File: src/rtl/tfan_pkg.sv
package tfan_pkg;
   localparam int unsigned   TFAN_GATE_W      = 8;
   localparam int unsigned   TFAN_GATE_STRIDE = 4;
   localparam int unsigned   TFAN_KEY_OFS     = 'hFB0;
   localparam int unsigned   TFAN_STAT_OFS    = 'hFB4;
   localparam int unsigned   TFAN_ID_OFS      = 'hFE0;
   localparam logic [31:0]   TFAN_UNLOCK_KEY  = 32'hC5ACCE55;
   localparam logic [TFAN_GATE_W-1:0] TFAN_GATE_PASS = '0;
   localparam logic [TFAN_GATE_W-1:0] TFAN_GATE_SHUT = '1;
endpackage

File: src/rtl/tfan_regs.sv
module tfan_regs
   import tfan_pkg::*;
#(
   parameter int unsigned NUM_OUT  = 2,
   parameter int unsigned ADDR_W   = 12,
   parameter logic [31:0] ID_VALUE = 32'h0003B909
) (
   input  logic               clk,
   input  logic               rst_n,
   input  logic               reg_wr,
   input  logic [ADDR_W-1:0]  reg_addr,
   input  logic [31:0]        reg_wdata,
   output logic [31:0]        reg_rdata,
   output logic [NUM_OUT-1:0] branch_open
);
   localparam logic [ADDR_W-1:0] KEY_ADDR  = ADDR_W'(TFAN_KEY_OFS);
   localparam logic [ADDR_W-1:0] STAT_ADDR = ADDR_W'(TFAN_STAT_OFS);
   localparam logic [ADDR_W-1:0] ID_ADDR   = ADDR_W'(TFAN_ID_OFS);

   logic                           locked_q;
   logic [NUM_OUT*TFAN_GATE_W-1:0] gate_flat;
   logic                           key_hit;

   assign key_hit = reg_wr && (reg_addr == KEY_ADDR);

   always_ff @(posedge clk) begin
      if (!rst_n)       locked_q <= 1'b1;
      else if (key_hit) locked_q <= (reg_wdata != TFAN_UNLOCK_KEY);
   end

   for (genvar g = 0; g < NUM_OUT; g++) begin : g_gate
      localparam logic [ADDR_W-1:0] GATE_ADDR = ADDR_W'(g * TFAN_GATE_STRIDE);
      logic [TFAN_GATE_W-1:0] val_q;
      logic                   hit;
      assign hit = reg_wr && !locked_q && (reg_addr == GATE_ADDR);
      always_ff @(posedge clk) begin
         if (!rst_n)   val_q <= TFAN_GATE_SHUT;
         else if (hit) val_q <= reg_wdata[TFAN_GATE_W-1:0];
      end
      assign gate_flat[g*TFAN_GATE_W +: TFAN_GATE_W] = val_q;
      assign branch_open[g] = (val_q == TFAN_GATE_PASS);


      locked_gate_chk: assert property (@(posedge clk) disable iff (!rst_n)
         (reg_wr && locked_q && reg_addr == GATE_ADDR) |=> $stable(val_q));
   end

   always_comb begin
      reg_rdata = '0;
      for (int i = 0; i < int'(NUM_OUT); i++) begin
         if (reg_addr == ADDR_W'(i * TFAN_GATE_STRIDE))
            reg_rdata = 32'(gate_flat[i*TFAN_GATE_W +: TFAN_GATE_W]);
      end
      if (reg_addr == STAT_ADDR) reg_rdata = {31'b0, locked_q};
      if (reg_addr == ID_ADDR)   reg_rdata = ID_VALUE;
   end


   unlock_key_chk: assert property (@(posedge clk) disable iff (!rst_n)
      (key_hit && reg_wdata == TFAN_UNLOCK_KEY) |=> !locked_q);

   relock_chk: assert property (@(posedge clk) disable iff (!rst_n)
      (key_hit && reg_wdata != TFAN_UNLOCK_KEY) |=> locked_q);
endmodule

File: src/rtl/tfan_branch.sv
module tfan_branch (
   input  logic clk,
   input  logic rst_n,
   input  logic open_i,
   input  logic in_valid_i,
   input  logic fire_i,
   input  logic out_ready_i,
   output logic out_valid_o,
   output logic done_o
);
   logic taken_q;

   assign out_valid_o = in_valid_i && open_i && !taken_q;
   assign done_o      = !open_i || taken_q || out_ready_i;

   always_ff @(posedge clk) begin
      if (!rst_n)                        taken_q <= 1'b0;
      else if (fire_i || !open_i)        taken_q <= 1'b0;
      else if (out_valid_o && out_ready_i) taken_q <= 1'b1;
   end


   no_repeat_chk: assert property (@(posedge clk) disable iff (!rst_n)
      (out_valid_o && out_ready_i && !fire_i) |=> !out_valid_o);
endmodule

File: src/rtl/tfan_fanout.sv
module tfan_fanout
   import tfan_pkg::*;
#(
   parameter int unsigned DATA_W   = 32,
   parameter int unsigned NUM_OUT  = 2,
   parameter int unsigned ADDR_W   = 12,
   parameter logic [31:0] ID_VALUE = 32'h0003B909
) (
   input  logic                      clk,
   input  logic                      rst_n,
   input  logic                      in_valid,
   output logic                      in_ready,
   input  logic [DATA_W-1:0]         in_data,
   output logic [NUM_OUT-1:0]        out_valid,
   input  logic [NUM_OUT-1:0]        out_ready,
   output logic [NUM_OUT*DATA_W-1:0] out_data,
   input  logic                      reg_wr,
   input  logic [ADDR_W-1:0]         reg_addr,
   input  logic [31:0]               reg_wdata,
   output logic [31:0]               reg_rdata
);
   if (NUM_OUT < 1 || NUM_OUT > 16) begin : g_bad_count
      $error("tfan_fanout: NUM_OUT out of range");
   end
   if (ADDR_W < 12) begin : g_bad_addr
      $error("tfan_fanout: ADDR_W too narrow for register map");
   end
   if (DATA_W < 1) begin : g_bad_data
      $error("tfan_fanout: DATA_W must be positive");
   end

   logic [NUM_OUT-1:0] branch_open;
   logic [NUM_OUT-1:0] branch_done;
   logic               fire;

   tfan_regs #(
      .NUM_OUT  (NUM_OUT),
      .ADDR_W   (ADDR_W),
      .ID_VALUE (ID_VALUE)
   ) u_regs (
      .clk         (clk),
      .rst_n       (rst_n),
      .reg_wr      (reg_wr),
      .reg_addr    (reg_addr),
      .reg_wdata   (reg_wdata),
      .reg_rdata   (reg_rdata),
      .branch_open (branch_open)
   );

   assign in_ready = &branch_done;
   assign fire     = in_valid && in_ready;

   for (genvar g = 0; g < NUM_OUT; g++) begin : g_br
      tfan_branch u_branch (
         .clk         (clk),
         .rst_n       (rst_n),
         .open_i      (branch_open[g]),
         .in_valid_i  (in_valid),
         .fire_i      (fire),
         .out_ready_i (out_ready[g]),
         .out_valid_o (out_valid[g]),
         .done_o      (branch_done[g])
      );
      assign out_data[g*DATA_W +: DATA_W] = in_data;


      shut_quiet_chk: assert property (@(posedge clk) disable iff (!rst_n)
         !branch_open[g] |-> !out_valid[g]);

      join_wait_chk: assert property (@(posedge clk) disable iff (!rst_n)
         (fire && out_valid[g]) |-> out_ready[g]);
   end


   all_shut_flow_chk: assert property (@(posedge clk) disable iff (!rst_n)
      (branch_open == '0) |-> (in_ready && out_valid == '0));
endmodule

File: config.mk
export PLATFORM = sky130hd
export DESIGN_NAME = tfan_fanout
export DESIGN_NICKNAME = d
export VERILOG_FILES = /design/src/rtl/tfan_pkg.sv /design/src/rtl/tfan_regs.sv /design/src/rtl/tfan_branch.sv /design/src/rtl/tfan_fanout.sv
export SDC_FILE = /design/constraint.sdc
export NUM_CORES = 1
export LEC_CHECK = 0
export ABC_AREA = 0
export CAP_MARGIN = 25
export CORE_UTILIZATION = 30
export CTS_BUF_LIST = sky130_fd_sc_hd__clkbuf_2 sky130_fd_sc_hd__clkbuf_4 sky130_fd_sc_hd__clkbuf_8
export DETAILED_ROUTE_END_ITERATION = 8
export MAX_ROUTING_LAYER = met4
export PLACE_DENSITY = 0.82
export SLEW_MARGIN = 20
export SYNTH_ARGS = -nofsm -noshare
export SYNTH_HDL_FRONTEND = slang
export SYNTH_HIERARCHICAL = 1
export SYNTH_SLANG_ARGS = --single-unit
File: constraint.sdc
create_clock -name clk -period 2.5 [get_ports clk]
set_input_delay 0.625 -clock clk [delete_from_list [all_inputs] [get_ports clk]]
set_output_delay 0.625 -clock clk [all_outputs]
set_load 0.05 [all_outputs]
==> results of run 1 <==
state kept, by name, indices dropped and copies added (netlist names):
register	flops
g_br.u_branch/taken_q	2
u_regs/locked_q	1
u_regs/g_gate.val_q	16
worst max-delay path, cell delays in order (launching register included):
cell and delay [ns]:
dfxtp_2 0.33, or4_4 0.56, nor2_4 0.14, or3b_4 0.38
and2_4 0.15, buf_8 0.14
cells by family after synthesis:
logic type | count (synthesis) | share of synthesized area
AO/OA/AOI/OAI | 13 | 0.0558
AND/OR/NAND/NOR | 63 | 0.257
buffers and inverters | 91 | 0.384
multiplexers | 16 | 0.0893
flip-flops | 19 | 0.212
other | 1 | 0.00209
path summary, 6_finish.rpt:
kind / startpoint / to
worst max-delay path: u_regs/g_gate[0].val_q[1] / in_ready
worst min register to register: u_regs/g_gate[1].val_q[3] / u_regs/g_gate[1].val_q[3]
worst min-delay path: u_regs/g_gate[1].val_q[3] / u_regs/g_gate[1].val_q[3]
worst max register to register: u_regs/g_gate[0].val_q[1] / g_br[0].u_branch/taken_q
layout make-up:
cell class / instances / area (um2) / share of cell area
well taps: 72 / 90.1 / 0.0377
clock inverters: 1 / 7.51 / 0.00314
flip-flops and latches: 19 / 389 / 0.163
multi-input cells: 109 / 866 / 0.362
repair buffers: 90 / 997 / 0.417
clock buffers: 3 / 41.3 / 0.0173
power groups by stage:
| stage | combinational [W] | clock, W | sequential (W) |
|---|---|---|---|
| after detailed placement | 0.000178 | 0 | 0.000309 |
| final | 0.000178 | 0.000224 | 0.000302 |
| after global placement | 0.000175 | 0 | 0.000309 |
| after floorplan | 0.000374 | 0 | 0.000309 |
| after global routing | 0.000186 | 0.000233 | 0.000302 |
| after CTS | 0.000177 | 0.000221 | 0.000302 |
metrics by stage:
stage                     area, um2   util  total power (W)  setup TNS [ns]  instances
after floorplan                1860      -         0.000683        -0.00306        219
after global placement         2200  0.390         0.000485           -4.05        278
after detailed placement       2200  0.390         0.000488           -4.39        278
after CTS                      2350  0.417         0.000700         -0.0617        289
after global routing           2390  0.424         0.000722          -0.141        294
final                          2390  0.424         0.000704         -0.0843        294
layout by cell type (no fill, tap or decap), types with 2 or more instances in the layout:
cell type,synthesis,final
nor2_1,5,2
buf_2,0,2
clkbuf_2,0,6
a22o_4,0,2
buf_12,0,18
nor3_1,2,2
nor4bb_1,3,3
and3b_2,2,2
or4_4,0,4
dfxtp_2,0,7
nor2_4,0,3
nand4b_1,3,3
nor4_1,2,2
a22o_1,6,4
and3_4,0,2
clkdlybuf4s15_1,0,2
or3b_4,0,2
nor4_4,3,3
nand4_1,2,2
buf_4,89,21
clkdlybuf4s50_1,0,37
nand2_1,21,21
nor2b_1,3,3
dfxtp_1,19,12
clkbuf_8,0,3
a21oi_1,3,2
nand4_4,2,2
conb_1,1,17
buf_6,1,2
mux2i_1,16,16
routing by layer:
metal | track usage | routed length, um | vias up
met4 | 0.0909 | 166 | 0
met3 | 0.0184 | 212 | 25
met1 | 0.121 | 1500 | 652
li1 | - | - | 637
met2 | 0.258 | 2410 | 62
met5 | - | 0 | -
timing repair:
action	in CTS	in global routing
gates resized for setup	43	22
pin swaps	14	16
setup buffers	7	5
setup endpoints to repair	16	16
hold buffers	0	0
==> run metrics, run 1 <==
status complete, but fails checks; failing checks setup timing; GRT Resource Usage Total 0.134; Clk pwr share 0.318; initial detailed-routing violation count 38; initial antenna violation count 0; switch share 0.295; gr ovfl total 0; pin count of the biggest net entering global routing 20; Avg WL per Cell 14.6 um; R2R cell count 5; layout cell share with drive strength beyond 1 0.392; post-synthesis sequential area ratio 0.212; RSZ-0062 raised after global routing yes; Layout Nets 305; WS Path Type register to primary output; final hold vios 0; final cycle utilization of the critical path 1.03; row cnt 27; Clk Latency, worst-skew pair 0.26 ns; die height 79.3 um; Placement Setup Slack -0.345 ns; Startpoint Class register; post-DP HPWL 3160 um; clk root buf clkbuf_8; vias in the first global route 1420; first-pass GRT wire length 6380 um; htree depth 1; clk sinks 19; placer congestion estimate 0.812; sequential power share 0.429; IO buf count 67; Fmax achieved 0.387 GHz; vias 1376; clk slew on worst S/H paths 0.08 ns; Min Clock Period, post-route 2.58 ns; Register-to-Register Setup Slack 0.61 ns; I/O Pins 181; Max clock buf depth 2; Worst Hold Depth 2; crit-path max FO 3; worst endpoint required time 1.88 ns; Synth top area share 0.372; Main synth FF type dfxtp_1; sw power 0.000208 W; Num CTS Buffers 3; most common cell in the netlist buf_4; maximum VDD drop 0.255 mV; power density cells 295 mW/mm2; power share of the combinational group 0.253; EDFF count, synth 0; Seq cells post-synth 19; die width 79.3 um; leakage power 1.03 nW; Netlist cell types 31; Pint 0.000496 W; Hold Crit Class register to register; Synth Cell Area 0.00179 mm2; Synth Warn # 6; Async S/R FF share, synth 0; post-synthesis area per instance 8.84 um2; Synth area leader buf_4; arrival time at the worst endpoint 1.96 ns; Total Wirelength 4290 um; core area 0.00564 mm2; Final Skew 0.00451 ns; setup ws final -0.0843 ns; max-slew violation count 0; Setup Viol. Count Final 1; n_diodes 0; Area Growth Syn to Fin 33.3%; CTS tree built; Final ANT Viol Nets 0; max_cap viols 0; top post-synthesis cells by count buf_4, nand2_1, dfxtp_1; 1st-pass router iterations 4; Fill cells 504; vias per cell 4.68; worst hold slack 0.495 ns; die area 0.00629 mm2; Crit. End Element primary output; cell count after synthesis 203; initial core utilization 0.318; Residual DRC 0; top area cells in the synthesized netlist buf_4, dfxtp_1, mux2i_1
No activity file was read; power rests on OpenSTA's default activity.
==> run 2: changes to the inputs <==
CAP_MARGIN = unset   (was 25)
==> results of run 2 <==
No change in the layout: final DEF, timing and power equal those of run 1.
